$ cat src/rtl/utri_pkg.sv
// Shared types for the unit-triangle hit stage.
package utri_pkg;
    // Control state of the stage sequencer.
    typedef enum logic [1:0] {
        ST_IDLE = 2'd0,
        ST_DIV  = 2'd1,
        ST_EVAL = 2'd2
    } utri_state_e;
endpackage

$ cat src/rtl/utri_divider.sv
// Sequential restoring divider on unsigned magnitudes.
// Computes (num_mag << FRAC) / den_mag, one quotient bit per cycle.
// Assumes den_mag is nonzero and that start only arrives while the divider is idle.
// done stays high for one cycle, W+FRAC cycles after start.
module utri_divider #(
    parameter int W    = 24,
    parameter int FRAC = 16
) (
    input  logic          clk,
    input  logic          rst_n,
    input  logic          start,
    input  logic [W-1:0]  num_mag,
    input  logic [W-1:0]  den_mag,
    output logic          done,
    output logic [W+FRAC-1:0] quo
);
    localparam int DW = W + FRAC;
    localparam int CW = $clog2(DW + 1);

    logic          busy;
    logic [CW-1:0] cnt;
    logic [W-1:0]  rem;
    logic [DW-1:0] qr;
    logic [W-1:0]  den;
    logic [W:0]    rem_sh;
    logic [W:0]    diff;
    logic          ge;

    // Trial subtraction for the next quotient bit.
    always_comb begin
        rem_sh = {rem, qr[DW-1]};
        diff   = rem_sh - {1'b0, den};
        ge     = (rem_sh >= {1'b0, den});
    end

    // Load on start, then shift and subtract once per cycle.
    always_ff @(posedge clk) begin
        if (!rst_n) begin
            busy <= 1'b0;
            cnt  <= '0;
            rem  <= '0;
            qr   <= '0;
            den  <= '0;
        end else if (start) begin
            busy <= 1'b1;
            cnt  <= CW'(DW);
            rem  <= '0;
            qr   <= {num_mag, {FRAC{1'b0}}};
            den  <= den_mag;
        end else if (busy) begin
            if (cnt != '0) begin
                rem <= ge ? diff[W-1:0] : rem_sh[W-1:0];
                qr  <= {qr[DW-2:0], ge};
                cnt <= cnt - 1'b1;
            end else begin
                busy <= 1'b0;
            end
        end
    end

    assign done = busy && (cnt == '0);
    assign quo  = qr;
endmodule

$ cat src/rtl/utri_hit_eval.sv
// Combinational hit test in unit-triangle space.
// From t, the origin and the direction it forms u and v with two multiply-adds,
// then applies the inside, near-limit and closer-than-best tests.
// Assumes the Q8.16 signed format; intermediate sums are kept at double width.
module utri_hit_eval #(
    parameter int W    = 24,
    parameter int FRAC = 16,
    parameter int EPS  = 16
) (
    input  logic signed [W-1:0] t,
    input  logic signed [W-1:0] ox,
    input  logic signed [W-1:0] oy,
    input  logic signed [W-1:0] dx,
    input  logic signed [W-1:0] dy,
    input  logic signed [W-1:0] best_t,
    input  logic                force_miss,
    output logic                hit,
    output logic signed [W-1:0] u,
    output logic signed [W-1:0] v
);
    localparam int XW = 2 * W;
    localparam logic signed [XW-1:0] ONE_X = XW'(1) << FRAC;
    localparam logic signed [W-1:0]  EPS_T = W'(EPS);

    logic signed [XW-1:0] te, dxe, dye, oxe, oye;
    logic signed [XW-1:0] pu, pv, uw, vw, sw;

    // Sign-extend the operands and form u, v and u+v at double width.
    always_comb begin
        te  = {{W{t[W-1]}},  t};
        dxe = {{W{dx[W-1]}}, dx};
        dye = {{W{dy[W-1]}}, dy};
        oxe = {{W{ox[W-1]}}, ox};
        oye = {{W{oy[W-1]}}, oy};
        pu  = te * dxe;
        pv  = te * dye;
        uw  = oxe + (pu >>> FRAC);
        vw  = oye + (pv >>> FRAC);
        sw  = uw + vw;
    end

    // Hit decision from the five acceptance tests.
    always_comb begin
        hit = !force_miss && (uw >= 0) && (vw >= 0) && (sw <= ONE_X)
              && (t > EPS_T) && (t < best_t);
        u   = uw[W-1:0];
        v   = vw[W-1:0];
    end
endmodule

$ cat src/rtl/utri_best_keep.sv
// Holds the nearest hit record of the current ray and emits it on the end flag.
// A start flag makes the comparison use an empty record (t at maximum).
// Assumes upd is high for exactly one cycle per evaluated triangle.
module utri_best_keep #(
    parameter int W   = 24,
    parameter int IDW = 8
) (
    input  logic                clk,
    input  logic                rst_n,
    input  logic                upd,
    input  logic                first,
    input  logic                last,
    input  logic                hit,
    input  logic signed [W-1:0] t,
    input  logic signed [W-1:0] u,
    input  logic signed [W-1:0] v,
    input  logic signed [W-1:0] cosv,
    input  logic [IDW-1:0]      id,
    output logic signed [W-1:0] cmp_t,
    output logic                out_valid,
    output logic                out_hit,
    output logic signed [W-1:0] out_t,
    output logic signed [W-1:0] out_u,
    output logic signed [W-1:0] out_v,
    output logic signed [W-1:0] out_cos,
    output logic [IDW-1:0]      out_id
);
    localparam logic signed [W-1:0] TMAX = {1'b0, {(W-1){1'b1}}};

    logic                bh;
    logic signed [W-1:0] bt, bu, bv, bc;
    logic [IDW-1:0]      bi;
    logic                nh;
    logic signed [W-1:0] nt, nu, nv, nc;
    logic [IDW-1:0]      ni;

    // Comparison threshold: cleared record on a start flag.
    assign cmp_t = first ? TMAX : bt;

    // Next record: the new hit, else the (possibly cleared) held record.
    always_comb begin
        if (hit) begin
            nh = 1'b1; nt = t; nu = u; nv = v; nc = cosv; ni = id;
        end else if (first) begin
            nh = 1'b0; nt = TMAX; nu = '0; nv = '0; nc = '0; ni = '0;
        end else begin
            nh = bh; nt = bt; nu = bu; nv = bv; nc = bc; ni = bi;
        end
    end

    // Store the record and strobe it out on the end flag.
    always_ff @(posedge clk) begin
        if (!rst_n) begin
            bh <= 1'b0; bt <= TMAX; bu <= '0; bv <= '0; bc <= '0; bi <= '0;
            out_valid <= 1'b0; out_hit <= 1'b0; out_t <= '0; out_u <= '0;
            out_v <= '0; out_cos <= '0; out_id <= '0;
        end else begin
            out_valid <= 1'b0;
            if (upd) begin
                bh <= nh; bt <= nt; bu <= nu; bv <= nv; bc <= nc; bi <= ni;
                if (last) begin
                    out_valid <= 1'b1;
                    out_hit   <= nh;
                    out_t     <= nt;
                    out_u     <= nu;
                    out_v     <= nv;
                    out_cos   <= nc;
                    out_id    <= ni;
                end
            end
        end
    end
endmodule

$ cat src/rtl/unit_tri_isect.sv
// Unit-triangle ray hit stage, top level.
// Accepts one transformed triangle at a time. It divides for t (skipped when
// the z direction is zero), evaluates the hit in one cycle and folds the
// result into the per-ray nearest record.
// Assumes Q8.16 signed operands; in_ready low means offers are ignored.
module unit_tri_isect #(
    parameter int W    = 24,
    parameter int FRAC = 16,
    parameter int IDW  = 8,
    parameter int EPS  = 16
) (
    input  logic                clk,
    input  logic                rst_n,
    input  logic                in_valid,
    output logic                in_ready,
    input  logic signed [W-1:0] in_ox,
    input  logic signed [W-1:0] in_oy,
    input  logic signed [W-1:0] in_oz,
    input  logic signed [W-1:0] in_dx,
    input  logic signed [W-1:0] in_dy,
    input  logic signed [W-1:0] in_dz,
    input  logic [IDW-1:0]      in_id,
    input  logic                in_first,
    input  logic                in_last,
    output logic                out_valid,
    output logic                out_hit,
    output logic signed [W-1:0] out_t,
    output logic signed [W-1:0] out_u,
    output logic signed [W-1:0] out_v,
    output logic signed [W-1:0] out_cos,
    output logic [IDW-1:0]      out_id
);
    import utri_pkg::*;

    localparam int DW = W + FRAC;
    localparam logic [DW-1:0] TMAX_Q = {{(DW-W+1){1'b0}}, {(W-1){1'b1}}};

    utri_state_e         state;
    logic                acc, zero_dz, div_start, div_done, q_neg;
    logic signed [W:0]   nw, dw;
    logic [W-1:0]        n_mag, d_mag, t_mag;
    logic [DW-1:0]       quo;
    logic signed [W-1:0] lx, ly, ldx, ldy, ldz, t_q, cmp_t, ev_u, ev_v;
    logic [IDW-1:0]      lid;
    logic                lfirst, llast, lneg, lzero, ev_hit;

    assign in_ready  = (state == ST_IDLE);
    assign acc       = in_valid && in_ready;
    assign zero_dz   = (in_dz == '0);
    assign div_start = acc && !zero_dz;

    // Magnitudes and quotient sign of (-oz)/dz.
    always_comb begin
        nw    = -{in_oz[W-1], in_oz};
        dw    = {in_dz[W-1], in_dz};
        n_mag = nw[W] ? W'(-nw) : nw[W-1:0];
        d_mag = dw[W] ? W'(-dw) : dw[W-1:0];
        q_neg = nw[W] ^ dw[W];
        t_mag = (quo > TMAX_Q) ? TMAX_Q[W-1:0] : quo[W-1:0];
    end

    utri_divider #(.W(W), .FRAC(FRAC)) u_div (
        .clk(clk), .rst_n(rst_n), .start(div_start),
        .num_mag(n_mag), .den_mag(d_mag), .done(div_done), .quo(quo)
    );

    // Sequencer: latch the triangle, wait for the divide, evaluate once.
    always_ff @(posedge clk) begin
        if (!rst_n) begin
            state <= ST_IDLE;
            lx <= '0; ly <= '0; ldx <= '0; ldy <= '0; ldz <= '0; lid <= '0;
            lfirst <= 1'b0; llast <= 1'b0; lneg <= 1'b0; lzero <= 1'b0;
            t_q <= '0;
        end else begin
            case (state)
                ST_IDLE: if (acc) begin
                    lx <= in_ox; ly <= in_oy; ldx <= in_dx; ldy <= in_dy;
                    ldz <= in_dz; lid <= in_id; lfirst <= in_first;
                    llast <= in_last; lneg <= q_neg; lzero <= zero_dz;
                    t_q <= '0;
                    state <= zero_dz ? ST_EVAL : ST_DIV;
                end
                ST_DIV: if (div_done) begin
                    t_q   <= lneg ? -$signed(t_mag) : $signed(t_mag);
                    state <= ST_EVAL;
                end
                default: state <= ST_IDLE;
            endcase
        end
    end

    utri_hit_eval #(.W(W), .FRAC(FRAC), .EPS(EPS)) u_eval (
        .t(t_q), .ox(lx), .oy(ly), .dx(ldx), .dy(ldy), .best_t(cmp_t),
        .force_miss(lzero), .hit(ev_hit), .u(ev_u), .v(ev_v)
    );

    utri_best_keep #(.W(W), .IDW(IDW)) u_keep (
        .clk(clk), .rst_n(rst_n), .upd(state == ST_EVAL), .first(lfirst),
        .last(llast), .hit(ev_hit), .t(t_q), .u(ev_u), .v(ev_v), .cosv(ldz),
        .id(lid), .cmp_t(cmp_t), .out_valid(out_valid), .out_hit(out_hit),
        .out_t(out_t), .out_u(out_u), .out_v(out_v), .out_cos(out_cos),
        .out_id(out_id)
    );
endmodule

$ cat config.mk
export PLATFORM = sky130hd
export DESIGN_NAME = unit_tri_isect
export DESIGN_NICKNAME = d
export VERILOG_FILES = /design/src/rtl/utri_pkg.sv /design/src/rtl/utri_divider.sv /design/src/rtl/utri_hit_eval.sv /design/src/rtl/utri_best_keep.sv /design/src/rtl/unit_tri_isect.sv
export SDC_FILE = /design/constraint.sdc
export NUM_CORES = 2
export LEC_CHECK = 0
export CELL_PAD_IN_SITES_DETAIL_PLACEMENT = 1
export CELL_PAD_IN_SITES_GLOBAL_PLACEMENT = 1
export CORE_MARGIN = 1
export CORE_UTILIZATION = 53
export CTS_CLUSTER_SIZE = 8
export DETAILED_ROUTE_END_ITERATION = 6
export PLACE_DENSITY_LB_ADDON = 0.1
export SETUP_SLACK_MARGIN = 0.5
export SKIP_CTS_REPAIR_TIMING = 1
export SLEW_MARGIN = 20
export SYNTH_ARGS = -nofsm -noshare
export SYNTH_HDL_FRONTEND = slang
export SYNTH_SLANG_ARGS = --single-unit
$ cat constraint.sdc
create_clock -name clk -period 26.8 [get_ports clk]
set_clock_uncertainty 0.05 [all_clocks]
set_input_delay 6.7 -clock clk [delete_from_list [all_inputs] [get_ports clk]]
set_output_delay 6.7 -clock clk [all_outputs]
set_load 0.02 [all_outputs]
==> run metrics <==
Synth Warn # 0; Reg2Reg Launch Point t_q[8]; initial antenna violation count 4; post-layout min period around 15 ns; CP Launch Type flop; DRT Wirelength 230 mm; dominant synthesized flop cell dfxtp_1; wire length per cell ~24 um; WHS Endpoint ldy[14]; worst skew pair latency 0.70 ns; I/O Pins about 260; antenna viol nets, final 0; Tightest Hold Check Type reg2reg; Root Buffer clkbuf_16; die width 358 um; Seq cells post-synth roughly 460; CTS tree built; grt total ovfl 0; Via Count 55500; unrepaired setup endpoints after global routing false; PortBufs around 260; # setup viols final 0; Max Slew Vio Count 0; Syn Inst Count between 7000 and 8000; Initial DRT Pass Iterations 6; worst-path maximum fanout 67; layout cell share with drive strength beyond 1 approximately 3.8%; R2R setup slack between 10 and 15 ns; Remaining DRCs 0; crit path capture type flop; Die H 358 um; Largest register FFs 40; Worst-path clk slew roughly 0.05 ns; f_max 66.2 MHz; Max VDD drop roughly 0.000046 V; EDFF count, synth 0; crit-path most repeated cell fa_1; Max stage delay cell, worst path dfxtp_2; Post-synth ARST share 0%; Worst R2R Path Depth between 40 and 50; post-synthesis cell area around 67000 sq um; Worst Hold Path Cells 2; TNS Setup 0 ns; fin crit share 56.4%; # fillers 14600; GP Congestion a little over 0.9; number of clock sinks 464; DP HPWL ~170 mm; kind of critical path reg2reg; Initial Util a little over half; total CTS buffers 70; DRT iter0 DRCs between 3000 and 4000; status completed; WP data arrival between 15 and 20 ns; largest net degree at the start of global routing roughly 110; fin area around 73000 sq um; slowest stage delay, CP ~0.76 ns; Rel. slew slack 21.9%; pwr dens 33.7 nW/um^2; Vias/cell 5.92; Hold Fails Final Rpt 0; Area Overhead vs Synth 8.64%; FP Rows 130; Layout Nets ~9500; vias in the first global route 62500; All-Layer GR Usage 36.8%; # Max-Cap Violations 0; H-tree depth 3; Clock Path Buffers 3; Seq/Total Area, Yosys about 14%; Post-Place Cell Area approximately 71000 sq um; first-pass GRT wire length 359 mm; Leak between 0.03 and 0.04 uW; hold path startpoint ldy[14]; Avg Inst Size Synth just under 9 sq um; Netlist cell types 88; Req. time, crit path around 27 ns; Slew @ Worst Pin around 1.2 ns; core area 126000 sq um; Crit Reg-Reg Endpoint u_keep.out_t[5]; syn nets ~9500; die area about 130000 sq um
-- worst max-delay path: cells and delay by family, from the launching register on --
| family | cells | cell delay (ns) |
|---|---|---|
| flip-flops | 1 | 0.76 |
| buffers and inverters | 6 | 1.53 |
| AO/OA/AOI/OAI | 18 | 4.92 |
| AND/OR/NAND/NOR | 8 | 1.88 |
| multiplexers | 1 | 0.41 |
| XOR/XNOR | 2 | 0.87 |
| adder cells (fa/ha/maj) | 10 | 4.44 |
-- stage by stage --
step                instances  setup slack [ns]  hold slack, ns  util, %  total power, uW
detailed placement       9294             12.01           0.401     56.5             1600
floorplan                7750             14.85           0.382        -             1290
finish                   9383             11.69           0.405     58.1             2460
global route             9382             10.97           0.423     58.1             2570
CTS                      9382             11.87           0.407     58.1             2460
global placement         9294             12.33           0.389     56.5             1580
-- worst max-delay path by stage --
| stage | start | end | cells after the start |
|---|---|---|---|
| floorplan | t_q[13] | u_keep.out_cos[20] | 57 |
| global placement | t_q[8] | u_keep.out_t[1] | 53 |
| detailed placement | t_q[8] | u_keep.out_t[17] | 53 |
| CTS | t_q[8] | u_keep.out_t[13] | 53 |
| global route | t_q[8] | u_keep.out_t[4] | 56 |
| finish | t_q[8] | u_keep.out_t[5] | 45 |
-- cell families after synthesis --
kind of cell | count (synthesis) | synth area share (%)
AO/OA/AOI/OAI | 1180 | 11.6
XOR/XNOR | 226 | 2.97
flip-flops | 464 | 13.8
multiplexers | 24 | 0.361
buffers and inverters | 1853 | 10.4
AND/OR/NAND/NOR | 2378 | 16.9
adder cells (fa/ha/maj) | 1625 | 43.8
-- synth_stat cells (12+ instances only) --
master | instances | area share (%)
a21o_1 | 74 | 0.83
a31oi_1 | 30 | 0.28
nor3_1 | 77 | 0.57
xnor2_1 | 150 | 2.0
or2_2 | 12 | 0.11
or3_1 | 39 | 0.36
ha_1 | 409 | 7.6
nand3_1 | 70 | 0.52
clkbuf_1 | 442 | 2.5
a211oi_1 | 63 | 0.70
a311oi_1 | 23 | 0.30
a21oi_1 | 394 | 2.9
a21boi_0 | 14 | 0.16
nor2b_1 | 36 | 0.34
o211ai_1 | 26 | 0.29
o21bai_1 | 28 | 0.31
fa_1 | 1216 | 36
o221ai_1 | 15 | 0.20
a41oi_1 | 16 | 0.21
a31o_2 | 30 | 0.39
o31ai_1 | 37 | 0.41
o41ai_1 | 27 | 0.35
nor4_1 | 20 | 0.19
inv_1 | 1377 | 7.7
nand2b_1 | 57 | 0.53
a221o_1 | 63 | 0.94
nor2_1 | 275 | 1.5
buf_2 | 15 | 0.11
o21a_1 | 33 | 0.37
nand2_1 | 1090 | 6.1
xor2_1 | 75 | 0.98
o22ai_1 | 47 | 0.44
and2_1 | 531 | 4.9
nand4_1 | 70 | 0.65
o22a_1 | 24 | 0.31
and3_1 | 65 | 0.61
mux2i_1 | 22 | 0.33
o21ai_0 | 166 | 1.2
dfxtp_1 | 464 | 14
-- placed cells by master (no fill, tap or decap), types with 74 or more instances in the layout --
cell type and n:
a21o_1 74, fa_1 1216, o21ai_0 166, and2_1 530, nor3_1 77, a21oi_1 393, clkdlybuf4s50_1 262, ha_1 409
inv_1 1377, xnor2_1 149, buf_4 104, nor2_1 274, xor2_1 75, dfxtp_1 438, nand2_1 1087
-- per-layer routing --
metal | routed length (um) | global-route usage [%]
met1 | 92200 | 46.5
met2 | 111000 | 62.1
met3 | 16100 | 6.26
met4 | 10000 | 15.5
met5 | 14 | 0
-- report_power, final --
group / internal, uW / switching, uW / leakage, uW
sequential: 719 / 37.2 / 0.00379
combinational: 273 / 582 / 0.0290
clock: 488 / 362 / 0.000981
-- layout make-up --
class / instances / area [sq um] / share of cell area [%]
inverter: 1380 / 5190 / 7.11
multi-input combinational: 5433 / 51000 / 69.9
sequential: 464 / 9320 / 12.8
antenna: 1 / 2.50 / 0.00343
clock inverter: 12 / 219 / 0.300
timing repair buffer: 367 / 3410 / 4.67
clock buffer: 76 / 1790 / 2.46
tap: 1650 / 2060 / 2.83
Power figures use the tool's default switching activity.
